## src/rtl/hzd_pkg.sv

```systemverilog
package hzd_pkg;

  localparam int REG_IDX_W = 5;
  localparam int OPC_W     = 4;
  localparam int RTYPE_W   = 2;
  localparam int WIN_DEPTH = 2;
  localparam int NUM_HAZ   = 4;
  localparam int HAZ_IW    = $clog2(NUM_HAZ);
  localparam int CODE_W    = 32;
  localparam logic [CODE_W-1:0] CODE_BASE = 32'h400a0003;

  // hazard slots, index order is report priority
  localparam int HZ_AMOV_END     = 0;
  localparam int HZ_AMOV_OUT_END = 1;
  localparam int HZ_AMOV_BRANCH  = 2;
  localparam int HZ_INPUT_PAIR   = 3;

  typedef enum logic [OPC_W-1:0] {
    OPC_NOP   = 4'd0,
    OPC_ALU   = 4'd1,
    OPC_AMOV  = 4'd2,
    OPC_END   = 4'd3,
    OPC_JMP_B = 4'd8,
    OPC_JMP_C = 4'd9,
    OPC_CALL  = 4'd10,
    OPC_CALLB = 4'd11,
    OPC_CALLC = 4'd12,
    OPC_IF_B  = 4'd13,
    OPC_IF_C  = 4'd14,
    OPC_BRK_C = 4'd15
  } opc_e;

  typedef enum logic [RTYPE_W-1:0] {
    RT_NONE  = 2'd0,
    RT_TEMP  = 2'd1,
    RT_INPUT = 2'd2,
    RT_CONST = 2'd3
  } rtype_e;

  typedef struct packed {
    logic [OPC_W-1:0]     opc;
    logic [RTYPE_W-1:0]   dst_t;
    logic [REG_IDX_W-1:0] dst_i;
    logic [RTYPE_W-1:0]   s0_t;
    logic [REG_IDX_W-1:0] s0_i;
    logic [RTYPE_W-1:0]   s1_t;
    logic [REG_IDX_W-1:0] s1_i;
    logic                 out_wr;
    logic                 addr_use;
  } instr_t;

  function automatic logic [CODE_W-1:0] haz_code(input logic [HAZ_IW-1:0] k);
    return CODE_BASE + CODE_W'(k);
  endfunction

  // branch kinds occupy the upper half of the opcode space
  function automatic logic is_branch(input logic [OPC_W-1:0] opc);
    return opc[OPC_W-1];
  endfunction

endpackage

```

## src/rtl/hzd_window.sv

```systemverilog
module hzd_window
  import hzd_pkg::*;
#(
  parameter int DEPTH = WIN_DEPTH
) (
  input  logic                 clk,
  input  logic                 rst_n,
  input  logic                 shift,
  input  instr_t               in_ins,
  output instr_t [DEPTH-1:0]   slot,
  output logic   [DEPTH-1:0]   slot_vld
);

  always_ff @(posedge clk) begin
    if (!rst_n) begin
      slot     <= '0;
      slot_vld <= '0;
    end else if (shift) begin
      for (int i = DEPTH - 1; i > 0; i--) begin
        slot[i]     <= slot[i-1];
        slot_vld[i] <= slot_vld[i-1];
      end
      slot[0]     <= in_ins;
      slot_vld[0] <= 1'b1;
    end
  end

  // slots fill strictly in order after reset
  generate
    for (genvar g = 1; g < DEPTH; g++) begin : g_fill_chk
      a_r1_fill_order: assert property (@(posedge clk) disable iff (!rst_n)
        !slot_vld[g-1] |-> !slot_vld[g]);
    end
  endgenerate

  a_r1_head_fill: assert property (@(posedge clk) disable iff (!rst_n)
    shift |=> slot_vld[0]);

endmodule

```

## src/rtl/hzd_match.sv

```systemverilog
module hzd_match
  import hzd_pkg::*;
(
  input  instr_t               cur,
  input  instr_t               p1,
  input  instr_t               p2,
  input  logic                 p1_vld,
  input  logic                 p2_vld,
  output logic [NUM_HAZ-1:0]   hit
);

  function automatic logic same_reg(input logic [RTYPE_W-1:0] ta,
                                    input logic [REG_IDX_W-1:0] ia,
                                    input logic [RTYPE_W-1:0] tb,
                                    input logic [REG_IDX_W-1:0] ib);
    return (ta != RT_NONE) && (ta == tb) && (ia == ib);
  endfunction

  function automatic logic reads_reg(input instr_t ins,
                                     input logic [RTYPE_W-1:0] t,
                                     input logic [REG_IDX_W-1:0] i);
    return same_reg(ins.s0_t, ins.s0_i, t, i) || same_reg(ins.s1_t, ins.s1_i, t, i);
  endfunction

  logic p1_amov, p2_amov, cur_end, cur_branch;
  logic pat_amov_end, pat_amov_out_end, pat_amov_branch, pat_input_pair;
  logic unused_fields;

  assign p1_amov    = p1_vld && (p1.opc == OPC_AMOV);
  assign p2_amov    = p2_vld && (p2.opc == OPC_AMOV);
  assign cur_end    = (cur.opc == OPC_END);
  assign cur_branch = is_branch(cur.opc);

  assign pat_amov_end     = p1_amov && cur_end;
  assign pat_amov_out_end = p2_amov && p1_vld && p1.out_wr && !p1.addr_use && cur_end;
  assign pat_amov_branch  = p1_amov && (p1.s0_t == RT_TEMP) && cur_branch;
  assign pat_input_pair   = p2_amov && p1_vld && (p2.s0_t == RT_INPUT)
                          && reads_reg(p1, p2.s0_t, p2.s0_i)
                          && reads_reg(cur, p2.s0_t, p2.s0_i);

  always_comb begin
    hit                  = '0;
    hit[HZ_AMOV_END]     = pat_amov_end;
    hit[HZ_AMOV_OUT_END] = pat_amov_out_end;
    hit[HZ_AMOV_BRANCH]  = pat_amov_branch;
    hit[HZ_INPUT_PAIR]   = pat_input_pair;
  end

  assign unused_fields = ^{cur, p1, p2};

endmodule

```

## src/rtl/hzd_report.sv

```systemverilog
module hzd_report
  import hzd_pkg::*;
(
  input  logic                 clk,
  input  logic                 rst_n,
  input  logic                 accept,
  input  logic [NUM_HAZ-1:0]   hit,
  output logic                 busy,
  output logic                 warn_valid,
  output logic [CODE_W-1:0]    warn_code
);

  function automatic logic [HAZ_IW-1:0] lowest(input logic [NUM_HAZ-1:0] v);
    logic [HAZ_IW-1:0] r = '0;
    for (int k = NUM_HAZ - 1; k >= 0; k--)
      if (v[k]) r = HAZ_IW'(k);
    return r;
  endfunction

  logic [NUM_HAZ-1:0] pending_q;
  logic [NUM_HAZ-1:0] src;

  assign src  = pending_q | (accept ? hit : '0);
  assign busy = (pending_q != '0);

  always_ff @(posedge clk) begin
    if (!rst_n) begin
      pending_q  <= '0;
      warn_valid <= 1'b0;
      warn_code  <= '0;
    end else if (src != '0) begin
      warn_valid <= 1'b1;
      warn_code  <= haz_code(lowest(src));
      pending_q  <= src & (src - 1'b1);
    end else begin
      warn_valid <= 1'b0;
    end
  end

  a_r10_drain: assert property (@(posedge clk) disable iff (!rst_n)
    busy |=> warn_valid);

  a_r10_ascending: assert property (@(posedge clk) disable iff (!rst_n)
    (warn_valid && $past(busy)) |-> (warn_code > $past(warn_code)));

  a_r9_caused: assert property (@(posedge clk) disable iff (!rst_n)
    warn_valid |-> ($past(accept) || $past(busy)));

endmodule

```

## src/rtl/hzd_detect.sv

```systemverilog
module hzd_detect
  import hzd_pkg::*;
(
  input  logic                   clk,
  input  logic                   rst_n,
  input  logic                   in_valid,
  output logic                   in_ready,
  input  logic [OPC_W-1:0]       in_op,
  input  logic [RTYPE_W-1:0]     in_dst_type,
  input  logic [REG_IDX_W-1:0]   in_dst_idx,
  input  logic [RTYPE_W-1:0]     in_src0_type,
  input  logic [REG_IDX_W-1:0]   in_src0_idx,
  input  logic [RTYPE_W-1:0]     in_src1_type,
  input  logic [REG_IDX_W-1:0]   in_src1_idx,
  input  logic                   in_out_wr,
  input  logic                   in_addr_use,
  output logic                   warn_valid,
  output logic [CODE_W-1:0]      warn_code
);

  instr_t                  cur;
  instr_t [WIN_DEPTH-1:0]  slot;
  logic   [WIN_DEPTH-1:0]  slot_vld;
  logic   [NUM_HAZ-1:0]    hit;
  logic                    accept;
  logic                    busy;

  assign cur = '{opc: in_op, dst_t: in_dst_type, dst_i: in_dst_idx,
                 s0_t: in_src0_type, s0_i: in_src0_idx,
                 s1_t: in_src1_type, s1_i: in_src1_idx,
                 out_wr: in_out_wr, addr_use: in_addr_use};

  assign in_ready = !busy;
  assign accept   = in_valid && in_ready;

  hzd_window #(.DEPTH(WIN_DEPTH)) u_window (
    .clk(clk), .rst_n(rst_n), .shift(accept), .in_ins(cur),
    .slot(slot), .slot_vld(slot_vld)
  );

  hzd_match u_match (
    .cur(cur), .p1(slot[0]), .p2(slot[1]),
    .p1_vld(slot_vld[0]), .p2_vld(slot_vld[1]), .hit(hit)
  );

  hzd_report u_report (
    .clk(clk), .rst_n(rst_n), .accept(accept), .hit(hit), .busy(busy),
    .warn_valid(warn_valid), .warn_code(warn_code)
  );

  // the handshake only stalls while a queued code is being emitted
  a_r10_stall_has_warn: assert property (@(posedge clk) disable iff (!rst_n)
    !in_ready |-> warn_valid);

  // an accepted instruction with a match is reported in the next cycle
  a_r9_report_next: assert property (@(posedge clk) disable iff (!rst_n)
    (accept && (hit != '0)) |=> warn_valid);

endmodule

```

## config.mk

```make
export PLATFORM = sky130hd
export DESIGN_NAME = hzd_detect
export DESIGN_NICKNAME = d
export VERILOG_FILES = /design/src/rtl/hzd_pkg.sv /design/src/rtl/hzd_window.sv /design/src/rtl/hzd_match.sv /design/src/rtl/hzd_report.sv /design/src/rtl/hzd_detect.sv
export SDC_FILE = /design/constraint.sdc
export NUM_CORES = 1
export LEC_CHECK = 0
export BUFFER_PORTS_ARGS = -buffer_cell sky130_fd_sc_hd__buf_2
export CAP_MARGIN = 20
export CORE_UTILIZATION = 47
export CTS_CLUSTER_SIZE = 20
export DETAILED_ROUTE_END_ITERATION = 8
export PLACE_DENSITY = 0.76
export SLEW_MARGIN = 20
export SYNTH_ARGS = -nofsm -noshare
export SYNTH_HDL_FRONTEND = slang
export SYNTH_SLANG_ARGS = --single-unit
export TNS_END_PERCENT = 50
```

## constraint.sdc

```tcl
create_clock -name clk -period 2.02 [get_ports clk]
set_input_delay 0.404 -clock clk [delete_from_list [all_inputs] [get_ports clk]]
set_output_delay 0.404 -clock clk [all_outputs]
set_load 0.02 [all_outputs]
```

==> run summary <==
The path type of the worst setup path is reg -> reg. The number of cells produced by synthesis is 265. The tools report the count of final hold-check violations as 0. The number of setup violations in the final report came out at 4.

Summing over every cut layer, the via total after detailed routing is 1799. The effective utilization at floorplan came out at 0.4961. TritonCTS built the clock tree. The register area share after synthesis is 0.3723, and the layout overhead on the synthesized area is 17.37%. The clock drives 41 sinks. The run gives -0.2343 ns as the slack of the critical path.

No sink is reached through more buffers than the 2 on the longest clock path. Broken down by cell family, the worst path's largest delay share belongs to simple AND/OR/NAND/NOR gates. At the end of routability-driven placement, the weighted congestion stood at 0.8222. The slowest stage of the critical path belongs to the cell sky130_fd_sc_hd__dfxtp_1.

The detailed-route vias per instance came out at 4.956. The combined buffer and inverter count along the critical path works out to 1. Summed over all layers, the global routing overflow is 0. For the relative contribution of combinational cells to total power, the log shows 0.136. The post-detailed-routing wire length is 4350 um, and the insertion delay of the later-clocked pin in the worst-skew pair is 0.29 ns.

Setup repair after global routing could not meet its margin everywhere. Clock-pin slew was measured on the worst setup and hold paths at 0.07 ns. The power share of the sequential group is 0.534, and the placed wire-length estimate is 2999 um. In this run, post-CTS hold repair placed 0 buffers.

The logs give -0.2383 ns for the pre-CTS setup slack and 2.47 ns for the arrival time reported for the critical path endpoint. In this run the cell area of the synthesized design comes to 2205 um2. At the end of the flow, the number of nets in the layout was 342.

The run gives 0.5822 as the share of the core filled with cells. The logs give 0.1889 for the global router's overall resource usage and 2 for the H-tree depth. For this run, the leading register cell type out of synthesis is sky130_fd_sc_hd__dfxtp_1.

The run gives 24 as the row count. In the final routed layout, each cell accounts on average for 11.98 um. The count of routing violations after the opening detailed-route iteration came out at 108. Area used by sequential logic in the layout: 827.0 um2. Counting the fill cells in the layout gives 417. The logs give 0.0004248 W for the total net switching power and 443.6 MHz for the highest achievable clock rate.

The core region is 4444 um2. The first TritonRoute pass finished after 6 iterations. The number of distinct library cells after synthesis is 37.

The part of the cycle the worst path needs was 1.116. The areal power density over the cells came out at 627.9 nW/um2. The final total negative setup slack was -0.7149 ns.

The first-pass GRT wire length was 7355 um. The net switching fraction of the power works out to 0.2615. Summing all multi-input logic gate instances after layout gives 1222 um2. The clock arrives with 0.004189 ns of skew. At the worst endpoint, the required time is 2.24 ns. The signal on the critical path passes through nor4bb_4 -> buf_4 -> nand4_1 -> nor4_1 -> o22ai_1 -> nand2b_1 -> o21bai_1 -> ha_1 -> nand2b_1 -> mux2i_1. The die is 70.49 um wide.

The relative max-transition margin came out at 0.5832. STA classifies the critical path startpoint as a register. The library cells used most frequently in the layout, excluding fill and tap cells, are sky130_fd_sc_hd__nand2_1, sky130_fd_sc_hd__dfxtp_1, sky130_fd_sc_hd__a21boi_0.

The run gives 5 as the TritonCTS buffer count. The detail route stage leaves a number of antenna-violating nets equal to 0. Clock share of power: 0.330. For the pin count of the biggest net entering global routing, the log shows 44. The final critical delay including setup and external delays works out to 2.254 ns. The remaining routing DRC violations was 12; the die area was 4969 um2. Internal power comes to 0.001200 W. The count of buffers added on input and output ports is 30. The tools report the count of boundary I/O pins as 64.

The tools report the number of antenna violations at the first check in global routing as 0. Counting flops with a built-in enable in the synthesized netlist gives 0. For the pin with the worst max-slew slack, the measured transition is 0.6252 ns. STA classifies the critical path endpoint as a register.

Each instance of the synthesized netlist takes up on average 8.319 um2. The number of register bits inferred by synthesis was 41; the antenna diode count was 0. The share of synthesized flip-flops with an asynchronous set or reset came out at 0. For this run, the slowest stage of the critical path takes 0.34 ns. Share of post-route cells with drive strength above 1: 0.2444.

Max-slew violation total from the final report: 0. Static leakage power: 1.087 nW. The root buffer selected by CTS is sky130_fd_sc_hd__clkbuf_8. The die span in y came out at 70.49 um.

Leaving out fill and tap cells, the most frequent cell in the layout is sky130_fd_sc_hd__nand2_1. The min-delay analysis places its worst path in the category in -> reg. The via count of the first global-routing pass is 1670, and the biggest fanout along the worst timing path is 3. The final reports fail on design-rule violations, negative setup slack. For the worst vdd rail ir drop, the log shows 0.4078 mV. The run finished, with violations left. Cell seen most often among critical-path stages: sky130_fd_sc_hd__nand2b_1.

The tools report the max-capacitance violation count as 0. For this run, the number of Yosys warnings is 0.
-- synth_stat cells, types with 2 or more instances --
master                     instances  share of area
sky130_fd_sc_hd__nand2_1          71           0.12
sky130_fd_sc_hd__dfxtp_1          41           0.37
sky130_fd_sc_hd__a21boi_0         32           0.11
sky130_fd_sc_hd__buf_4            28          0.095
sky130_fd_sc_hd__xnor2_1          18          0.072
sky130_fd_sc_hd__clkbuf_1         11          0.019
sky130_fd_sc_hd__buf_2             7          0.016
sky130_fd_sc_hd__nor4bb_1          5          0.023
sky130_fd_sc_hd__xor2_1            5          0.020
sky130_fd_sc_hd__nor4_1            4          0.011
sky130_fd_sc_hd__a31oi_1           3         0.0085
sky130_fd_sc_hd__nand2b_1          3         0.0085
sky130_fd_sc_hd__nand3_1           3         0.0068
sky130_fd_sc_hd__nor2_1            3         0.0051
sky130_fd_sc_hd__a21oi_1           2         0.0045
sky130_fd_sc_hd__mux2i_1           2         0.0091
sky130_fd_sc_hd__nand4_1           2         0.0057
sky130_fd_sc_hd__nand4b_1          2         0.0079
sky130_fd_sc_hd__nor3_1            2         0.0045
sky130_fd_sc_hd__nor3b_1           2         0.0068
sky130_fd_sc_hd__o21a_1            2         0.0068
sky130_fd_sc_hd__o21bai_1          2         0.0068
-- state kept, by name, summed over array words and instances, names as in the netlist --
name                 count
u_window.slot           31
u_report.pending_q       3
u_report.warn_valid      1
u_report.warn_code       4
u_window.slot_vld        2
-- cell type report --
class	instances	area share
clock buffer	7	0.03337
multi-input combinational	202	0.4724
tap	52	0.02515
inverter	1	0.001451
sequential	41	0.3196
timing repair buffer	60	0.1480
-- timing repair --
item,CTS,global route
cloned,0,0
gates resized for setup,8,5
pin swaps,2,0
endpoints found under the setup margin,4,5
setup buffers,4,0
-- metrics by stage --
| stage | area (um2) | hold slack [ns] | power [W] | instances |
|---|---|---|---|---|
| final | 2587 | 0.3619 | 0.001625 | 363 |
| after CTS | 2561 | 0.3545 | 0.001639 | 363 |
| after global routing | 2587 | 0.3757 | 0.001700 | 363 |
| after detailed placement | 2422 | 0.4514 | 0.001101 | 352 |
| after global placement | 2422 | 0.4447 | 0.001097 | 352 |
| after floorplan | 2298 | 0.4383 | 0.001069 | 290 |
-- worst register-to-register path: stages, from the launching register on --
cell,delay (ns)
sky130_fd_sc_hd__dfxtp_1,0.34
sky130_fd_sc_hd__nor4bb_4,0.30
sky130_fd_sc_hd__buf_4,0.15
sky130_fd_sc_hd__nand4_1,0.16
sky130_fd_sc_hd__nor4_1,0.23
sky130_fd_sc_hd__o22ai_1,0.19
sky130_fd_sc_hd__nand2b_1,0.18
sky130_fd_sc_hd__o21bai_1,0.10
sky130_fd_sc_hd__ha_1,0.26
sky130_fd_sc_hd__nand2b_1,0.13
sky130_fd_sc_hd__mux2i_1,0.15
-- cells by family (layout without fill, tap and decap cells) --
group	after synthesis	count (layout)	synth area share
other	1	26	0.001701
multiplexers	2	2	0.009081
buffers and inverters	47	68	0.1317
AO/OA/AOI/OAI	47	47	0.1600
flip-flops	41	41	0.3723
AND/OR/NAND/NOR	103	103	0.2282
adder cells (fa/ha/maj)	1	1	0.005674
XOR/XNOR	23	23	0.09137
-- power by group through the flow --
stage | registers, W | clock network, W | logic, W
after floorplan | 0.000874 | 0 | 0.000195
after global placement | 0.000884 | 0 | 0.000213
after detailed placement | 0.000885 | 0 | 0.000216
after CTS | 0.000865 | 0.000554 | 0.000220
after global routing | 0.000870 | 0.000584 | 0.000246
final | 0.000867 | 0.000536 | 0.000221
-- final timing paths --
kind	from	end	slack, ns	cells after the start
max	u_window.slot[51]$_SDFFE_PN0P_	u_report.warn_code[1]$_SDFFE_PN0P_	-0.23	10
min	in_out_wr	u_window.slot[1]$_SDFFE_PN0P_	0.36	3
max reg2reg	u_window.slot[51]$_SDFFE_PN0P_	u_report.warn_code[1]$_SDFFE_PN0P_	-0.23	10
min reg2reg	u_report.warn_code[2]$_SDFFE_PN0P_	u_report.warn_code[2]$_SDFFE_PN0P_	0.46	2
-- layer usage --
metal  vias up  track usage  part of all wire
met2        40       0.3236              0.50
met4         0      0.06122             0.011
met5         -            0                 0
met3         4      0.04329             0.033
li1        923            -                 -
met1       832       0.2330              0.46
Power figures use the tool's default switching activity.
